### config.mk
export PLATFORM = sky130hd
export DESIGN_NAME = posit_rgmul
export DESIGN_NICKNAME = d
export VERILOG_FILES = /design/src/rtl/posit_rgmul_pkg.sv /design/src/rtl/posit_rgmul_dec.sv /design/src/rtl/posit_rgmul_segmul.sv /design/src/rtl/posit_rgmul_enc.sv /design/src/rtl/posit_rgmul.sv
export SDC_FILE = /design/constraint.sdc
export NUM_CORES = 1
export LEC_CHECK = 0
export BUFFER_PORTS_ARGS = -buffer_cell sky130_fd_sc_hd__buf_2
export CORE_MARGIN = 4
export CORE_UTILIZATION = 60
export DETAILED_ROUTE_END_ITERATION = 10
export PLACE_DENSITY = 0.74
export SYNTH_ARGS = -nofsm -noshare
export SYNTH_HDL_FRONTEND = slang
export SYNTH_SLANG_ARGS = --single-unit
### constraint.sdc
create_clock -name clk -period 39.8 [get_ports clk]
set_input_delay 3.98 -clock clk [delete_from_list [all_inputs] [get_ports clk]]
set_output_delay 3.98 -clock clk [all_outputs]
set_load 0.05 [all_outputs]
### src/rtl/posit_rgmul_pkg.sv
package posit_rgmul_pkg;

  parameter int NB    = 16;
  parameter int ES    = 1;
  parameter int SEG_W = 4;

  localparam int FW    = NB - 3 - ES;
  localparam int NSEG  = FW / SEG_W;
  localparam int NCELL = NSEG * NSEG;
  localparam int SIGW  = FW + 1;
  localparam int PW    = 2 * SIGW;
  localparam int RUNW  = $clog2(NB) + 1;
  localparam int SCW   = $clog2(NB) + ES + 3;
  localparam int MAXSC = (NB - 2) << ES;

  typedef struct packed {
    logic                   sign;
    logic                   is_zero;
    logic                   is_nar;
    logic signed [SCW-1:0]  scale;
    logic [FW-1:0]          frac;
    logic [RUNW-1:0]        flen;
  } op_fields_t;

endpackage

### src/rtl/posit_rgmul_dec.sv
module posit_rgmul_dec
  import posit_rgmul_pkg::*;
(
  input  logic [NB-1:0] word_i,
  output op_fields_t    fld_o
);

  logic [NB-1:0]         mag;
  logic [NB-2:0]         body;
  logic                  lead;
  logic                  stop;
  logic [RUNW-1:0]       run;
  logic [RUNW-1:0]       rlen;
  logic [RUNW-1:0]       rest;
  logic [NB-2:0]         shifted;
  logic [ES-1:0]         expv;
  logic signed [SCW-1:0] regv;

  always_comb begin
    mag  = word_i[NB-1] ? (~word_i + 1'b1) : word_i;
    body = mag[NB-2:0];
    lead = body[NB-2];
    run  = '0;
    stop = 1'b0;
    for (int i = NB - 2; i >= 0; i--) begin
      if (!stop && (body[i] == lead)) run = run + 1'b1;
      else                            stop = 1'b1;
    end
    rlen    = (run >= RUNW'(NB - 2)) ? RUNW'(NB - 1) : run + 1'b1;
    rest    = RUNW'(NB - 1) - rlen;
    shifted = body << rlen;
    expv    = shifted[NB-2 -: ES];
    regv    = lead ? $signed(SCW'(run) - SCW'(1)) : $signed(-SCW'(run));

    fld_o.sign    = word_i[NB-1];
    fld_o.is_zero = (word_i == '0);
    fld_o.is_nar  = (word_i == {1'b1, {(NB-1){1'b0}}});
    fld_o.scale   = $signed((regv <<< ES) + $signed(SCW'(expv)));
    fld_o.frac    = shifted[NB-2-ES -: FW];
    fld_o.flen    = (rest > RUNW'(ES)) ? rest - RUNW'(ES) : '0;
  end

endmodule

### src/rtl/posit_rgmul_segmul.sv
module posit_rgmul_segmul
  import posit_rgmul_pkg::*;
(
  input  logic [FW-1:0]    fa_i,
  input  logic [FW-1:0]    fb_i,
  input  logic [NCELL-1:0] en_i,
  output logic [PW-1:0]    prod_o
);

  localparam int NT = NCELL + 3;

  logic [PW-1:0] terms [NT];

  for (genvar i = 0; i < NSEG; i++) begin : g_row
    for (genvar j = 0; j < NSEG; j++) begin : g_col
      logic [SEG_W-1:0]   opa;
      logic [SEG_W-1:0]   opb;
      logic [2*SEG_W-1:0] pp;
      assign opa = en_i[i*NSEG+j] ? fa_i[i*SEG_W +: SEG_W] : '0;
      assign opb = en_i[i*NSEG+j] ? fb_i[j*SEG_W +: SEG_W] : '0;
      assign pp  = opa * opb;
      assign terms[i*NSEG+j] = PW'(pp) << (SEG_W * (i + j));
    end
  end

  assign terms[NT-3] = PW'(fa_i) << FW;
  assign terms[NT-2] = PW'(fb_i) << FW;
  assign terms[NT-1] = PW'(1) << (2 * FW);

  logic [PW-1:0] acc_s;
  logic [PW-1:0] acc_c;
  logic [PW-1:0] nxt_s;
  logic [PW-1:0] nxt_c;

  always_comb begin
    acc_s = '0;
    acc_c = '0;
    for (int t = 0; t < NT; t++) begin
      nxt_s = acc_s ^ acc_c ^ terms[t];
      nxt_c = ((acc_s & acc_c) | (acc_s & terms[t]) | (acc_c & terms[t])) << 1;
      acc_s = nxt_s;
      acc_c = nxt_c;
    end
    prod_o = acc_s + acc_c;
  end

endmodule

### src/rtl/posit_rgmul_enc.sv
module posit_rgmul_enc
  import posit_rgmul_pkg::*;
(
  input  logic                  sign_i,
  input  logic                  zero_i,
  input  logic                  nar_i,
  input  logic signed [SCW-1:0] scale_i,
  input  logic [PW-1:0]         prod_i,
  output logic [NB-1:0]         word_o
);

  localparam int FNW = PW - 1;
  localparam int TW  = 1 + ES + FNW;
  localparam int XW  = TW + NB;

  logic signed [SCW-1:0] sc;
  logic signed [SCW-1:0] kr;
  logic [FNW-1:0]        fnorm;
  logic [SCW-1:0]        run;
  logic                  fill;
  logic                  term;
  logic [XW-1:0]         xv;
  logic [XW-1:0]         yv;
  logic [NB-2:0]         mant;
  logic [NB-2:0]         mant_r;
  logic                  guard;
  logic                  sticky;

  always_comb begin
    sc     = scale_i + (prod_i[PW-1] ? SCW'(1) : SCW'(0));
    fnorm  = prod_i[PW-1] ? prod_i[PW-2:0] : {prod_i[PW-3:0], 1'b0};
    kr     = sc >>> ES;
    fill   = (kr >= 0);
    term   = ~fill;
    run    = fill ? SCW'(kr + SCW'(1)) : SCW'(-kr);
    xv     = {term, sc[ES-1:0], fnorm, {NB{1'b0}}};
    yv     = fill ? ~((~xv) >> run) : (xv >> run);
    mant   = yv[XW-1 -: NB-1];
    guard  = yv[XW-NB];
    sticky = |yv[XW-NB-1:0];
    if (sc >= SCW'(MAXSC))       mant_r = '1;
    else if (sc < -SCW'(MAXSC))  mant_r = (NB-1)'(1);
    else                         mant_r = mant + (NB-1)'(guard & (sticky | mant[0]));

    if (nar_i)       word_o = {1'b1, {(NB-1){1'b0}}};
    else if (zero_i) word_o = '0;
    else if (sign_i) word_o = ~{1'b0, mant_r} + 1'b1;
    else             word_o = {1'b0, mant_r};
  end

endmodule

### src/rtl/posit_rgmul.sv
module posit_rgmul
  import posit_rgmul_pkg::*;
(
  input  logic             clk,
  input  logic             rst,
  input  logic [NB-1:0]    a_i,
  input  logic [NB-1:0]    b_i,
  output logic [NB-1:0]    p_o,
  output logic [NCELL-1:0] seg_en_o
);

  op_fields_t            fa;
  op_fields_t            fb;
  logic [NSEG-1:0]       act_a;
  logic [NSEG-1:0]       act_b;
  logic [NCELL-1:0]      cell_en;
  logic                  special;
  logic [PW-1:0]         prod;
  logic signed [SCW-1:0] scale_sum;
  logic [NB-1:0]         word;

  posit_rgmul_dec u_dec_a (.word_i(a_i), .fld_o(fa));
  posit_rgmul_dec u_dec_b (.word_i(b_i), .fld_o(fb));

  assign special = fa.is_zero | fb.is_zero | fa.is_nar | fb.is_nar;

  for (genvar s = 0; s < NSEG; s++) begin : g_act
    localparam int NEED = FW - SEG_W * s - SEG_W + 1;
    assign act_a[s] = (fa.flen >= RUNW'(NEED));
    assign act_b[s] = (fb.flen >= RUNW'(NEED));
  end

  for (genvar i = 0; i < NSEG; i++) begin : g_en_r
    for (genvar j = 0; j < NSEG; j++) begin : g_en_c
      assign cell_en[i*NSEG+j] = act_a[i] & act_b[j] & ~special;
    end
  end

  posit_rgmul_segmul u_mul (
    .fa_i  (fa.frac),
    .fb_i  (fb.frac),
    .en_i  (cell_en),
    .prod_o(prod)
  );

  assign scale_sum = fa.scale + fb.scale;

  posit_rgmul_enc u_enc (
    .sign_i (fa.sign ^ fb.sign),
    .zero_i (fa.is_zero | fb.is_zero),
    .nar_i  (fa.is_nar | fb.is_nar),
    .scale_i(scale_sum),
    .prod_i (prod),
    .word_o (word)
  );

  always_ff @(posedge clk) begin
    if (rst) begin
      p_o      <= '0;
      seg_en_o <= '0;
    end else begin
      p_o      <= word;
      seg_en_o <= cell_en;
    end
  end

endmodule

==> impl_metrics.ini <==
[hold_path]
min_path_type = input port to flip-flop

[sta]
tightest_slew_ns = 1.10
min_period_ns = 32.98
fmax_ghz = 0.0303
slew_violations = 0
period_share_pct = 82.9
relSlewSlack_pct = 26.5
tns_ns = 0
finalHoldViolations = 0
setup_viol = 0
rsz0062_at_grt = false

[global_route]
grt_first_pass_wirelength_mm = 88.4
grt_pass1_vias = 17600
grt_max_degree = 50
gr-usage-all-layers_pct = 31.3
antenna_found_initial = 0
overflow = 0

[worst_setup_path]
cp.arrival_ns = 33.13
critPathRequiredTime_ns = 39.95
path_max_fanout = 42
worst_path_largest_cell_delay_ns = 0.92
path_class = input port to flip-flop
slowest_stage = o211a_1
end_kind = flip-flop
startpoint_type = input port
crit_path_frequent_cell = ha_1

[run]
maxCapViolations = 0

[final_layout]
regArea_um2 = 500
final_nets = 2816
drive_gt1_share_pct = 7.99
multi_input_area_um2 = 16300
fillers = 2739
layout-area-overhead-vs-synth_pct = 2.78

[cts]
cts_setup_buffers = 0
root_buffer = clkbuf_16
cts_tree = done
cts_inserted_buffers = 3
clkTransAtPathRegs_ns = 0.10
cts_sinks = 25
clock_path_buffers = 2
cts_htree_levels = 1
holdBufCountCts = 0
ctsResizeCount = 0

[synth]
postSynthCellCount = 2494
yosysUniqueCellTypes = 121
yosysWarnings = 0
synth_area_um2 = 18200
synth_ff_type = dfxtp_1
ys_seq_area_share_pct = 2.74
ys_ff_latch = 25
synthTopCellsByCount = 282 x nor2_1, 251 x nand2_1, 227 x inv_1
yosysMostFrequentCell = nor2_1
synth_area_leaders = ha_1 15%, fa_1 11%, nor2_1 5.8%
async_reset_ff_share_pct = 0
syn_nets = 2842
yosys.area.top_type_share_pct = 14.9
synth_edf_count = 0
syn_avg_cell_area_um2 = 7.31
yosysTopAreaCell = ha_1

[die]
boundaryPins = 59
dieArea_um2 = 33300
core_area_um2 = 29800
start_util_pct = 61.2
die_w_um = 182
rows = 63
die_y_um = 182

[place]
gp_congestion = 1.01
dp_hpwl_mm = 43.7
numPortBuffers = 58

[outcome]
status = finished, final reports clean

[routing]
first_pass_iters = 6
routed.top_layer = met4
vias = 18500
drt_iter0_markers = 2056
drc = 0
wl_met2_mm = 24.3
wl_mm = 53.8
viasPerCell = 6.47
m1WireLength_mm = 23.6
antenna_left = 0
route.met3.wl_mm = 4.34
routedWlPerCell_um = 18.8
-- per-stage QoR --
| stage | instance area [um2] | setup WS (ns) | cells | utilization, % | hold slack (ns) |
|---|---|---|---|---|---|
| 6_report | 18700 | 6.82 | 2858 | 62.9 | 4.10 |
| 5_1_grt | 18700 | 4.77 | 2857 | 62.9 | 4.12 |
| 4_1_cts | 18700 | 7.32 | 2857 | 62.9 | 4.09 |
| 3_5_place_dp | 18700 | 7.12 | 2853 | 62.6 | 4.40 |
| 3_3_place_gp | 18700 | 7.81 | 2853 | 62.6 | 4.39 |
| 2_1_floorplan | 18200 | 10.59 | 2494 | - | 4.29 |
-- state kept, by name, summed over array words and instances, names as in the netlist --
signal and flops:
p_o 16, seg_en_o 9
-- path summary, 6_finish.rpt --
path,start,endpoint,slack (ns),cells past startpoint
worst max-delay path,b_i[0],p_o[12]$_SDFF_PP0_,6.82,108
worst min-delay path,rst,seg_en_o[0]$_SDFF_PP0_,4.10,2
-- logic make-up (layout without fill, tap and decap cells) --
| family | count (synthesis) | count (layout) | synth area share [%] |
|---|---|---|---|
| buffers and inverters | 344 | 317 | 7.88 |
| and+or+nand+nor | 965 | 965 | 25.9 |
| xor gates and xnor gates | 165 | 165 | 8.74 |
| AOI/OAI and AO/OA | 561 | 561 | 21.8 |
| DFF | 25 | 25 | 2.74 |
| adders and majority gates | 318 | 318 | 25.8 |
| other | 0 | 1 | 0 |
| muxes | 116 | 116 | 7.18 |
-- routing by layer --
metal  vias to the layer above  GRT usage, %
met5                         -             0
met4                         0          9.01
met3                       117          4.33
met2                       858          51.5
met1                      8645          42.9
li1                       8857             -
-- critical path, delay by kind of cell --
family / cells / cell delay, ns
AOI/OAI and AO/OA: 34 / 8.97
xor gates and xnor gates: 2 / 0.33
muxes: 3 / 1.04
adders and majority gates: 25 / 9.07
and+or+nand+nor: 29 / 7.73
buffers and inverters: 15 / 1.91
-- layout by cell type (no fill, tap or decap), types with 24 or more instances in the layout --
cell	count
xor2_1	37
a21o_1	33
nor2_1	281
fa_1	97
a21oi_1	129
inv_1	227
nand3_1	76
o21ai_0	97
mux2i_1	81
dfxtp_1	25
xnor2_1	112
or3_1	34
nor3_1	72
nand2_1	251
buf_4	24
nor4_1	24
nand2b_1	25
and2_1	36
or2_2	26
mux2_2	24
ha_1	217
nand4_1	26
buf_2	58
a31oi_1	27
-- cell type report --
cell class	count	area share [%]
Tap cell	390	2.60
Sequential cell	25	2.67
Clock inverter	1	0.0400
Timing Repair Buffer	82	2.51
Clock buffer	3	0.400
Inverter	231	4.63
Antenna cell	1	0.0133
Multi-Input combinational cell	2125	87.1
Power is left out: the tool's default activity adds up to more than one toggle a clock period on the data nets, which glitch-free logic cannot reach.
